$ cat config.mk
export PLATFORM = sky130hd
export DESIGN_NAME = shadow_capture_client
export DESIGN_NICKNAME = d
export VERILOG_FILES = /design/src/rtl/shadow_capture_pkg.sv /design/src/rtl/shadow_capture_ctrl.sv /design/src/rtl/shadow_capture_data.sv /design/src/rtl/shadow_capture_client.sv
export SDC_FILE = /design/constraint.sdc
export NUM_CORES = 1
export LEC_CHECK = 0
export ABC_AREA = 1
export BUFFER_PORTS_ARGS = -buffer_cell sky130_fd_sc_hd__buf_2
export CAP_MARGIN = 0
export CORE_ASPECT_RATIO = 1.1
export CORE_MARGIN = 1.5
export CORE_UTILIZATION = 54
export CTS_CLUSTER_SIZE = 12
export DETAILED_ROUTE_END_ITERATION = 12
export GPL_ROUTABILITY_DRIVEN = 1
export HOLD_SLACK_MARGIN = 0.12
export PLACE_DENSITY = 0.83
export SYNTH_ARGS = -nofsm -noshare
export SYNTH_HDL_FRONTEND = slang
export SYNTH_HIERARCHICAL = 1
export SYNTH_SLANG_ARGS = --single-unit
$ cat constraint.sdc
create_clock -name clk -period 3 [get_ports clk]
set_input_delay 0.45 -clock clk [delete_from_list [all_inputs] [get_ports clk]]
set_output_delay 0.45 -clock clk [all_outputs]
set_load 0.01 [all_outputs]
$ cat src/rtl/shadow_capture_pkg.sv
package shadow_capture_pkg;
  typedef struct packed {
    logic loadShadow;
    logic promote;
    logic dropFrame;
    logic acceptLine;
  } ctrlStrobeT;
endpackage

$ cat src/rtl/shadow_capture_ctrl.sv
module shadow_capture_ctrl
  import shadow_capture_pkg::*;
(
  input  logic       clk,
  input  logic       rstN,
  input  logic       descValid,
  input  logic       vidVsync,
  input  logic       vidLine,
  output logic       descReady,
  output ctrlStrobeT strobe
);
  logic shadowFull;
  logic activeValid;

  assign descReady = ~shadowFull;

  always_comb begin
    strobe.loadShadow = descValid & ~shadowFull;
    strobe.promote    = vidVsync & shadowFull;
    strobe.dropFrame  = vidVsync & ~shadowFull;
    strobe.acceptLine = vidLine & activeValid & ~vidVsync;
  end

  always_ff @(posedge clk) begin
    if (!rstN) begin
      shadowFull  <= 1'b0;
      activeValid <= 1'b0;
    end else begin
      // a promote empties the slot; a load can only happen while it is empty
      if (strobe.promote)         shadowFull <= 1'b0;
      else if (strobe.loadShadow) shadowFull <= 1'b1;
      if (strobe.promote)         activeValid <= 1'b1;
      else if (strobe.dropFrame)  activeValid <= 1'b0;
    end
  end
endmodule

$ cat src/rtl/shadow_capture_data.sv
module shadow_capture_data
  import shadow_capture_pkg::*;
#(
  parameter int DEST_W = 4,
  parameter int CHAN_W = 4,
  parameter int CNT_W  = 8
) (
  input  logic              clk,
  input  logic              rstN,
  input  ctrlStrobeT        strobe,
  input  logic [DEST_W-1:0] descDest,
  input  logic              descSplit,
  input  logic [CHAN_W-1:0] vidChan,
  output logic              outCompleteValid,
  output logic              outSplitValid,
  output logic [DEST_W-1:0] outDest,
  output logic [CHAN_W-1:0] outChan,
  output logic              frameDrop,
  output logic [CNT_W-1:0]  dropCount
);
  localparam logic [CNT_W-1:0] CNT_MAX = {CNT_W{1'b1}};

  logic [DEST_W-1:0] shadowDest, activeDest;
  logic              shadowSplit, activeSplit;
  logic              lineIsSplit;

  assign lineIsSplit = activeSplit & vidChan[0];

  always_ff @(posedge clk) begin
    if (!rstN) begin
      shadowDest  <= '0;
      shadowSplit <= 1'b0;
      activeDest  <= '0;
      activeSplit <= 1'b0;
    end else begin
      if (strobe.loadShadow) begin
        shadowDest  <= descDest;
        shadowSplit <= descSplit;
      end
      if (strobe.promote) begin
        activeDest  <= shadowDest;
        activeSplit <= shadowSplit;
      end
    end
  end

  always_ff @(posedge clk) begin
    if (!rstN) begin
      outCompleteValid <= 1'b0;
      outSplitValid    <= 1'b0;
      outDest          <= '0;
      outChan          <= '0;
    end else begin
      outCompleteValid <= strobe.acceptLine & ~lineIsSplit;
      outSplitValid    <= strobe.acceptLine & lineIsSplit;
      if (strobe.acceptLine) begin
        outDest <= activeDest;
        outChan <= vidChan;
      end
    end
  end

  always_ff @(posedge clk) begin
    if (!rstN) begin
      frameDrop <= 1'b0;
      dropCount <= '0;
    end else begin
      frameDrop <= strobe.dropFrame;
      if (strobe.dropFrame && dropCount != CNT_MAX) dropCount <= dropCount + 1'b1;
    end
  end
endmodule

$ cat src/rtl/shadow_capture_client.sv
module shadow_capture_client
  import shadow_capture_pkg::*;
#(
  parameter int DEST_W = 4,
  parameter int CHAN_W = 4,
  parameter int CNT_W  = 8
) (
  input  logic              clk,
  input  logic              rstN,
  input  logic              descValid,
  input  logic [DEST_W-1:0] descDest,
  input  logic              descSplit,
  output logic              descReady,
  input  logic              vidVsync,
  input  logic              vidLine,
  input  logic [CHAN_W-1:0] vidChan,
  output logic              outCompleteValid,
  output logic              outSplitValid,
  output logic [DEST_W-1:0] outDest,
  output logic [CHAN_W-1:0] outChan,
  output logic              frameDrop,
  output logic [CNT_W-1:0]  dropCount
);
  ctrlStrobeT strobe;

  shadow_capture_ctrl u_ctrl (
    .clk      (clk),
    .rstN     (rstN),
    .descValid(descValid),
    .vidVsync (vidVsync),
    .vidLine  (vidLine),
    .descReady(descReady),
    .strobe   (strobe)
  );

  shadow_capture_data #(.DEST_W(DEST_W), .CHAN_W(CHAN_W), .CNT_W(CNT_W)) u_data (
    .clk             (clk),
    .rstN            (rstN),
    .strobe          (strobe),
    .descDest        (descDest),
    .descSplit       (descSplit),
    .vidChan         (vidChan),
    .outCompleteValid(outCompleteValid),
    .outSplitValid   (outSplitValid),
    .outDest         (outDest),
    .outChan         (outChan),
    .frameDrop       (frameDrop),
    .dropCount       (dropCount)
  );
endmodule

* Word level (Yosys, flattened, before mapping)
Cells that the tools add are included.
** Storage, ports and cells
- RAM bits :: 0
- Register bits :: 31
- ROM bits :: 0
- Memories :: 0
- Latch bits :: 0
** Cells by class
- Multiply operators :: 0
- Multiplexer cells :: 2
- Equal/unequal tests :: 1
- Shift operators :: 0
- $add $sub $neg :: 1
- Reductions and logical operators :: 3
- Divide/modulo/power cells :: 0
- Bitwise logic cells :: 12
- $lt $le $gt $ge :: 0
** Operators with widths (count)
- adder 8 x 1 -> 8 bit, second input constant :: 1
- AND 1 bit :: 8
- != test 8 bit, second input constant :: 1
- inverter 1 bit :: 4
- 2-to-1 mux 1 bit :: 2
- nonzero test 2 bit :: 1
- OR reduction 2 bit :: 1
- logical AND 1 bit :: 1

* Longest topological paths before layout
Gate-level depths: netlist of the first run.
- Depth in word-level cells :: 4
- Gate-level depth with buffers :: 8
- Gate-level depth less buffers :: 8

* Hierarchy
The synthesis of the first run kept the hierarchy.
** By module, submodules not included
- shadow_capture_data :: times used 1, area each 1174.9 µm², cells an instance 158, seq. area each 580.6 µm²
- shadow_capture_ctrl :: times used 1, area each 103.8 µm², cells an instance 17, seq. area each 40.0 µm²

* Worst setup path before layout of the first run
No wires, ideal clock.
- Path kind :: reg2reg
- Start point :: register u_data.dropCount[1]
- End point :: register u_data.dropCount[4]
- Cell stages (with the launch flop) :: 9
- Setup slack :: 1.796 ns
- Data required time :: 2.886 ns
- Arrival time :: 1.090 ns
- Library setup time :: 0.114 ns
- Clock period less this slack :: 1.204 ns
- Cells stage by stage :: dfxtp_1 > ha_1 > nand2_2 > nor2_4 > nand2_4 > nand2_4 > nand2_1 > nand2_1 > nor2_1
** On the way
- Word-level cells in the longest chain between the ends :: 2
- Elaborated cells between the ends (all ways) :: 3
- Those cells by class :: add/sub (1); eq/ne (1); reduce/logical (1)
** RTL lines
- from (decl) :: RTL line shadow_capture_data.sv:19 : output logic [CNT_W-1:0] dropCount
- from (signal assigned) :: RTL line shadow_capture_data.sv:69 : if (strobe.dropFrame && dropCount != CNT_MAX) dropCount <= dropCount + 1'b1;
- branches (longest 2 deep; another with adder 8 x 1 -> 8 bit)
Parallel ways; which one is timed is not known.
A chain may end at the register's enable or synchronous reset.

==> results.ini, run 1 <==
[status]
outcome = finished clean

[timing]
min_period_over_period_pct = 53.67
hold_viol = 0
worst_pin_slew_ps = 617.6
fin_skew_ps = 9.322
setup_viol = 0
tns_ps = 0
post-route-min-period_ps = 1610
slew_headroom_pct = 58.67
layout_setup_ws_ps = 1390
rsz0062_at_grt = false
clock.fmax_mhz = 621.1
whs_ps = 336.0
slew_viol_final = 0

[placed_design]
finalWeightedCongestion = 0.8637
placed_area_um2 = 1459
dp_cells = 234
pre_cts_slack_ps = 1197
port_buffers = 33
place_hpwl_mm = 1.906

[power_and_ir_drop]
power.total_mw = 0.7393
ir_drop_mv = 0.3231
power_frac_comb_pct = 9.6
p_leak_nw = 0.7790
power.switching_mw = 0.1946
p_clk_share_pct = 30.4
switching_share_pct = 26.33
pwr_density_cell_nw_per_um2 = 489.1
intPower_mw = 0.5447
pwr-share-seq_pct = 60.1

[synthesis]
syn-num-nets = 190
synth.area.top_cells = dfxtp_1 49%, nor2_1 15%, o21ai_0 7.8%, nand2_1 6.2%, inv_1 4.7%
synth_area_per_cell_um2 = 7.307
async_flop_share_pct = 0
ys_warn_count = 6
synth_common_cells = 52 x nor2_1, 31 x dfxtp_1, 21 x nand2_1
ys_seq_area_share_pct = 48.53
synth_most_common_cell = nor2_1
yosysTopAreaCell = dfxtp_1
synth_top_flop_cell = dfxtp_1
ys_types = 18
syn_area_um2 = 1279
synth_top_area_share_pct = 48.53
syn-instance-count = 175
synth-seq-cells = 31
synth_edf_count = 0

[detailed_routing]
drt_iter0_markers = 36
ant_nets = 0
wirelength_mm = 2.593
post_drt_wl_per_cell_um = 10.71
dr_total_vias = 1191
first_pass_iters = 4
avgViaCountPerCell = 4.921
drc = 0

[layout]
seq_area_um2 = 620.6
final_net_count = 226
fin_util_pct = 67.11
stdcell_count = 242
multi_input_area_um2 = 568.0
fin_area_um2 = 1511
area_growth_pct = 18.20
drive_above_1_share_pct = 25.00
fillCellCount = 209
diodes = 0

[worst_setup_path]
arrival_ps = 1830
crit_slowest_cell = nor2_1
required_ps = 3220
reg2reg_depth = 5
path_class = flop to flop
setup.worst_path.end = u_data/outDest[3]$_SDFFE_PN0P_
end_kind = flop
crit_top_cell = nor2_1
crit_start = u_ctrl/activeValid$_SDFFE_PN0P_
cp-start-kind = flop
reg2reg_from = u_ctrl/activeValid$_SDFFE_PN0P_
r2r_setup_slack_ps = 1390
path_buf_inv = 1
cp_top_family = simple AND/OR/NAND/NOR gates
crit_chain = nand2_1 > nor2_1 > clkinv_1 > nor2_1 > nor2_1
max_stage_delay_ps = 460
path_depth = 5
rr_endpoint = u_data/outDest[3]$_SDFFE_PN0P_
critPathMaxFanout = 10

[clock_tree]
cts.sinks = 31
clk_pin_slew_ps = 100
clk_latency_ps = 330
clockRootBuffer = clkbuf_4
cts_resized = 0
clockBufferDepth = 2
cts.hold.buffers_added = 0
postCtsSetupBuffers = 0
cts_buffers = 5
cts_tree = yes
htree_levels = 2

[floorplan]
initial_utilization_pct = 56.78
floorplan.die_area_um2 = 2669
core_um2 = 2252
pin_count = 34
fp-row-count = 18
fp.dieW_um = 49.40
fp.dieH_um = 54.04

[grt]
antenna_found_initial = 0
grt_usage_pct = 21.06
grt_pass1_wl_mm = 4.112
grt_max_degree = 29
gr-total-overflow = 0
grt_pass1_vias = 1029

[run]
max-cap-violations = 0

[worst_hold_path]
hold_path.class = input port to flop

worst min-delay path by stage:
stage,startpoint,to,slack [ps],cells past startpoint
CTS,descDest[1],u_data/shadowDest[1]$_SDFFE_PN0P_,330,3
global route,descDest[2],u_data/shadowDest[2]$_SDFFE_PN0P_,340,3
global placement,u_data/activeSplit$_SDFFE_PN0P_,u_data/outSplitValid$_SDFF_PN0_,450,2
floorplan,u_data/activeSplit$_SDFFE_PN0P_,u_data/outSplitValid$_SDFF_PN0_,430,2
finish,descDest[1],u_data/shadowDest[1]$_SDFFE_PN0P_,340,3
detailed placement,u_data/activeSplit$_SDFFE_PN0P_,u_data/outSplitValid$_SDFF_PN0_,460,2
kinds of logic (layout without fill, tap and decap cells):
kind of cell	count (synthesis)	after routing	synth area share, %
and+or+nand+nor	94	94	32.58
AOI/OAI and AO/OA	27	27	10.86
DFF	31	31	48.53
buffers and inverters	22	59	7.045
adders and majority gates	1	1	0.9783
cell type report:
| type | instances | share of cell area (%) |
|---|---|---|
| clock inverters | 3 | 0.9934 |
| flip-flops and latches | 31 | 41.06 |
| multi-input cells | 122 | 37.58 |
| inverters | 18 | 4.470 |
| repair buffers | 33 | 10.93 |
| clock buffers | 5 | 2.483 |
| well taps | 30 | 2.483 |
placed cells by master, fill, tap and decap left out, drive strengths merged:
| cell | instances |
|---|---|
| nand3 | 8 |
| nor2 | 55 |
| ha | 1 |
| a21oi | 7 |
| nor3 | 3 |
| clkinv | 4 |
| nand2 | 28 |
| o21ai | 20 |
| dfxtp | 31 |
| inv | 17 |
| clkbuf | 5 |
| buf | 33 |
state kept, by name, summed over array words and instances, names as in the netlist:
signal and flops:
u_data/dropCount 8, u_data/activeDest 4, u_data/outChan 4, u_data/outDest 4
u_data/shadowDest 4, u_ctrl/activeValid 1, u_ctrl/shadowFull 1, u_data/activeSplit 1
u_data/frameDrop 1, u_data/outCompleteValid 1, u_data/outSplitValid 1, u_data/shadowSplit 1
per-layer routing:
| layer | vias up | track usage [%] | share of wire (%) |
|---|---|---|---|
| li1 | 621 | - | - |
| met2 | 40 | 36.04 | 46 |
| met1 | 522 | 24.35 | 46 |
| met5 | - | 0 | 0 |
| met4 | 0 | 12.50 | 2.3 |
| met3 | 8 | 5.278 | 5.3 |
power groups by stage:
stage | Combinational (mW) | Sequential (mW) | Clock [mW]
after CTS | 0.0711 | 0.444 | 0.231
after global routing | 0.0806 | 0.447 | 0.250
after floorplan | 0.0428 | 0.454 | 0
after global placement | 0.0673 | 0.452 | 0
final | 0.0708 | 0.444 | 0.224
after detailed placement | 0.0706 | 0.453 | 0
worst min-delay path: cells and delay by family:
kind / cells / cell delay (ps)
buf+inv: 1 / 70
simple gates: 2 / 110
Power figures use the tool's default switching activity.
==> inputs of run 2 (changes only) <==
--- a/config.mk
+++ b/config.mk
@@ -5,17 +5,17 @@
 export SDC_FILE = /design/constraint.sdc
 export NUM_CORES = 1
 export LEC_CHECK = 0
-export ABC_AREA = 1
+export ABC_AREA = 0
 export BUFFER_PORTS_ARGS = -buffer_cell sky130_fd_sc_hd__buf_2
 export CAP_MARGIN = 0
 export CORE_ASPECT_RATIO = 1.1
 export CORE_MARGIN = 1.5
-export CORE_UTILIZATION = 54
+export CORE_UTILIZATION = 45
 export CTS_CLUSTER_SIZE = 12
 export DETAILED_ROUTE_END_ITERATION = 12
 export GPL_ROUTABILITY_DRIVEN = 1
 export HOLD_SLACK_MARGIN = 0.12
-export PLACE_DENSITY = 0.83
+export PLACE_DENSITY = 0.74
 export SYNTH_ARGS = -nofsm -noshare
 export SYNTH_HDL_FRONTEND = slang
 export SYNTH_HIERARCHICAL = 1
==> constraint.sdc (replaced) <==
create_clock -name clk -period 1.3 [get_ports clk]
set_input_delay 0.195 -clock clk [delete_from_list [all_inputs] [get_ports clk]]
set_output_delay 0.195 -clock clk [all_outputs]
set_load 0.01 [all_outputs]
==> run 2 against run 1 <==
Net effect:
- area after synthesis is 1.8% lower
- hold slack got worse by 200 ps
- global-route usage fell by 2.1 points
- final cell count fell by 17%
- final area grew 11%
- combinational power rose to 2.5 times the previous value
- first-iteration DRC count decreased by 72%
- critical path depth down 4
- synthesized cell count fell by 31%
- critical path type is now flop to output port
- highest routed layer unchanged
==> results.ini, run 2 <==
[layout]
area_growth_pct = 33.27
layout_commonest_cell = buf_2
final_cell_mix = 33 x buf_2, 31 x dfxtp_1, 21 x nor2b_1, 20 x mux2i_1, 9 x nand2_1
largest_reg_flops = 8  ; unchanged
drive_above_1_share_pct = 32.75  ; +7.7 points
largest_register = u_data/dropCount
final_net_count = 185  ; -18%
diodes = 0  ; unchanged
stdcell_count = 202  ; -17%

[timing]
layout_setup_ws_ps = 82.56  ; -1307 ps
rsz0062_at_grt = false
setup_viol = 0  ; unchanged
clock.fmax_mhz = 821.4
tns_ps = 0  ; unchanged
min_period_over_period_pct = 93.65
worst_pin_slew_ps = 287.6  ; -330.1 ps
fin_skew_ps = 9.327  ; +0.005190 ps
post-route-min-period_ps = 1217
slew_viol_final = 0  ; unchanged
hold_viol = 0  ; unchanged
slew_headroom_pct = 80.80  ; +22 points

[placed_design]
finalWeightedCongestion = 0.7857  ; -9.0%
pre_cts_slack_ps = 15.33  ; -1181 ps
place_hpwl_mm = 1.738  ; -8.8%
dp_cells = 187  ; -20%
port_buffers = 33  ; unchanged

[floorplan]
fp-row-count = 19  ; +1
floorplan.die_area_um2 = 3118  ; +17%
core_um2 = 2567  ; +14%
initial_utilization_pct = 48.93  ; -7.8 points
pin_count = 34  ; unchanged
fp.dieH_um = 58.42  ; +8.1%
fp.dieW_um = 53.38  ; +8.1%

[power_and_ir_drop]
switching_share_pct = 21.69  ; -4.6 points
pwr_density_cell_nw_per_um2 = 1167  ; +140%
p_leak_nw = 0.7328  ; -5.9%
power_frac_comb_pct = 9.1  ; -0.5 points
power.switching_mw = 0.4238  ; +120%
pwr-share-seq_pct = 50.5  ; -9.6 points
p_clk_share_pct = 40.3  ; +9.9 points
ir_drop_mv = 0.9879  ; +210%
intPower_mw = 1.530  ; +180%

[grt]
grt_max_degree = 17  ; -41%
grt_usage_pct = 18.92  ; -2.1 points
antenna_found_initial = 0  ; unchanged
grt_pass1_wl_mm = 4.064  ; -1.2%
grt_pass1_vias = 935  ; -9.1%
gr-total-overflow = 0  ; unchanged

[synthesis]
synth_edf_count = 0  ; unchanged
synth_top_area_share_pct = 49.40  ; +0.87 points
yosysTopAreaCell = dfxtp_1
syn_area_um2 = 1256  ; -1.8%
ys_warn_count = 6  ; unchanged
ys_types = 30  ; +12
ys_seq_area_share_pct = 49.40  ; +0.87 points
synth-seq-cells = 31  ; unchanged
synth_most_common_cell = dfxtp_1
async_flop_share_pct = 0  ; unchanged
synth_top_flop_cell = dfxtp_1
synth_area_per_cell_um2 = 10.38  ; +42%
synth.area.top_cells = dfxtp_1 49%, mux2i_1 16%, nor2b_1 10%, nand2_1 2.7%, o311a_1 2.4%
synth_common_cells = 31 x dfxtp_1, 21 x nor2b_1, 20 x mux2i_1
syn-num-nets = 136  ; -28%
syn-instance-count = 121  ; -31%

[worst_setup_path]
critPathMaxFanout = 7  ; -3
cp_top_family = flip-flops
end_kind = output port
path_buf_inv = 1  ; unchanged
required_ps = 1110  ; -2110 ps
crit_chain = buf_2
path_class = flop to output port
arrival_ps = 1020  ; -810 ps
cp-start-kind = flop
crit_slowest_cell = dfxtp_1
max_stage_delay_ps = 500  ; +40 ps

[clock_tree]
clk_latency_ps = 330  ; about the same
clk_pin_slew_ps = 100  ; about the same
cts.sinks = 31  ; unchanged
htree_levels = 2  ; unchanged
clockRootBuffer = clkbuf_4
postCtsSetupBuffers = 0  ; unchanged
cts_tree = yes
clockBufferDepth = 2  ; unchanged
cts_buffers = 5  ; unchanged

[status]
outcome = finished clean

[detailed_routing]
avgViaCountPerCell = 5.020  ; +2.0%
dr_total_vias = 1014  ; -15%
post_drt_wl_per_cell_um = 12.37  ; +15%
ant_nets = 0  ; unchanged
drc = 0  ; unchanged
wirelength_mm = 2.499  ; -3.6%
first_pass_iters = 4  ; unchanged
drt_iter0_markers = 10  ; -72%

[run]
max-cap-violations = 0  ; unchanged

[worst_hold_path]
hold_path.class = input port to flop

[run 2: changes by cell type after synthesis, sizes merged, moves of 5 or more]
cell	delta
mux2i	+20
a21oi	-5
nor2b	+21
o21ai	-17
inv	-15
nor2	-54
nand3	-6
nand2	-19
[run 2: kinds of logic (layout without fill, tap and decap cells)]
group                    after synthesis  count (layout)  share of synthesized area (%)
adder cells (fa/ha/maj)                1               1                         0.9959
AND/OR/NAND/NOR                       45              45                          21.42
AO/OA/AOI/OAI                         16              16                          9.562
flip-flops                            31              31                          49.40
multiplexers                          20              20                          15.94
buffers and inverters                  8              58                          2.689
[run 2: final timing paths]
kind,from,to,slack (ps),depth (start not counted)
setup reg to reg,u_ctrl/shadowFull$_SDFFE_PP0P_,u_data/dropCount[4]$_SDFFE_PN0P_,80,5
setup / recovery,u_data/dropCount[2]$_SDFFE_PN0P_,dropCount[2],80,1
hold / removal,descDest[2],u_data/shadowDest[2]$_SDFFE_PN0P_,140,3
hold reg to reg,u_data/activeSplit$_SDFFE_PN0P_,u_data/outSplitValid$_SDFF_PN0_,470,2
[run 2: area by class of cell]
type                       count  area [µm²]
timing repair buffer          48       307.8
multi-input combinational     82       613.1
sequential                    31       620.6
tap                           31       38.79
clock inverter                 2       35.03
clock buffer                   6       51.30
fill                         229       893.4
inverter                       2       7.507
[run 2: stage by stage]
| stage | power, mW | area (µm²) | hold slack (ps) | util, % |
|---|---|---|---|---|
| finish | 1.954 | 1674 | 136.7 | 65.20 |
| global route | 2.046 | 1674 | 121.2 | 65.20 |
| CTS | 1.981 | 1663 | 125.7 | 64.77 |
| detailed placement | 1.172 | 1506 | 410.1 | 58.67 |
| global placement | 1.168 | 1506 | 402.5 | 58.67 |
| floorplan | 1.100 | 1256 | 288.5 | - |
[run 2: metal layers]
metal  up-vias  global-route usage, %  share of wire (%)
met5         -                      0                  0
met4         0                  10.26                1.9
met3         4                  8.376                5.8
met2        27                  29.81                 49
met1       466                  21.14                 44
li1        517                      -                  -
[run 2: power by group through the flow]
stage / sequential, mW / combinational, mW / clock [mW]
after floorplan: 1.02 / 0.0845 / 0
after global placement: 1.01 / 0.160 / 0
after detailed placement: 1.01 / 0.163 / 0
after CTS: 0.987 / 0.180 / 0.814
after global routing: 0.991 / 0.198 / 0.857
final: 0.988 / 0.178 / 0.788
[run 2: what timing repair did]
action | 4_1_cts | 5_1_grt
hold buffers | 7 | 0
resized for setup | 0 | 2
hold endpoints to repair | 8 | 0
setup endpoints to repair | 0 | 7
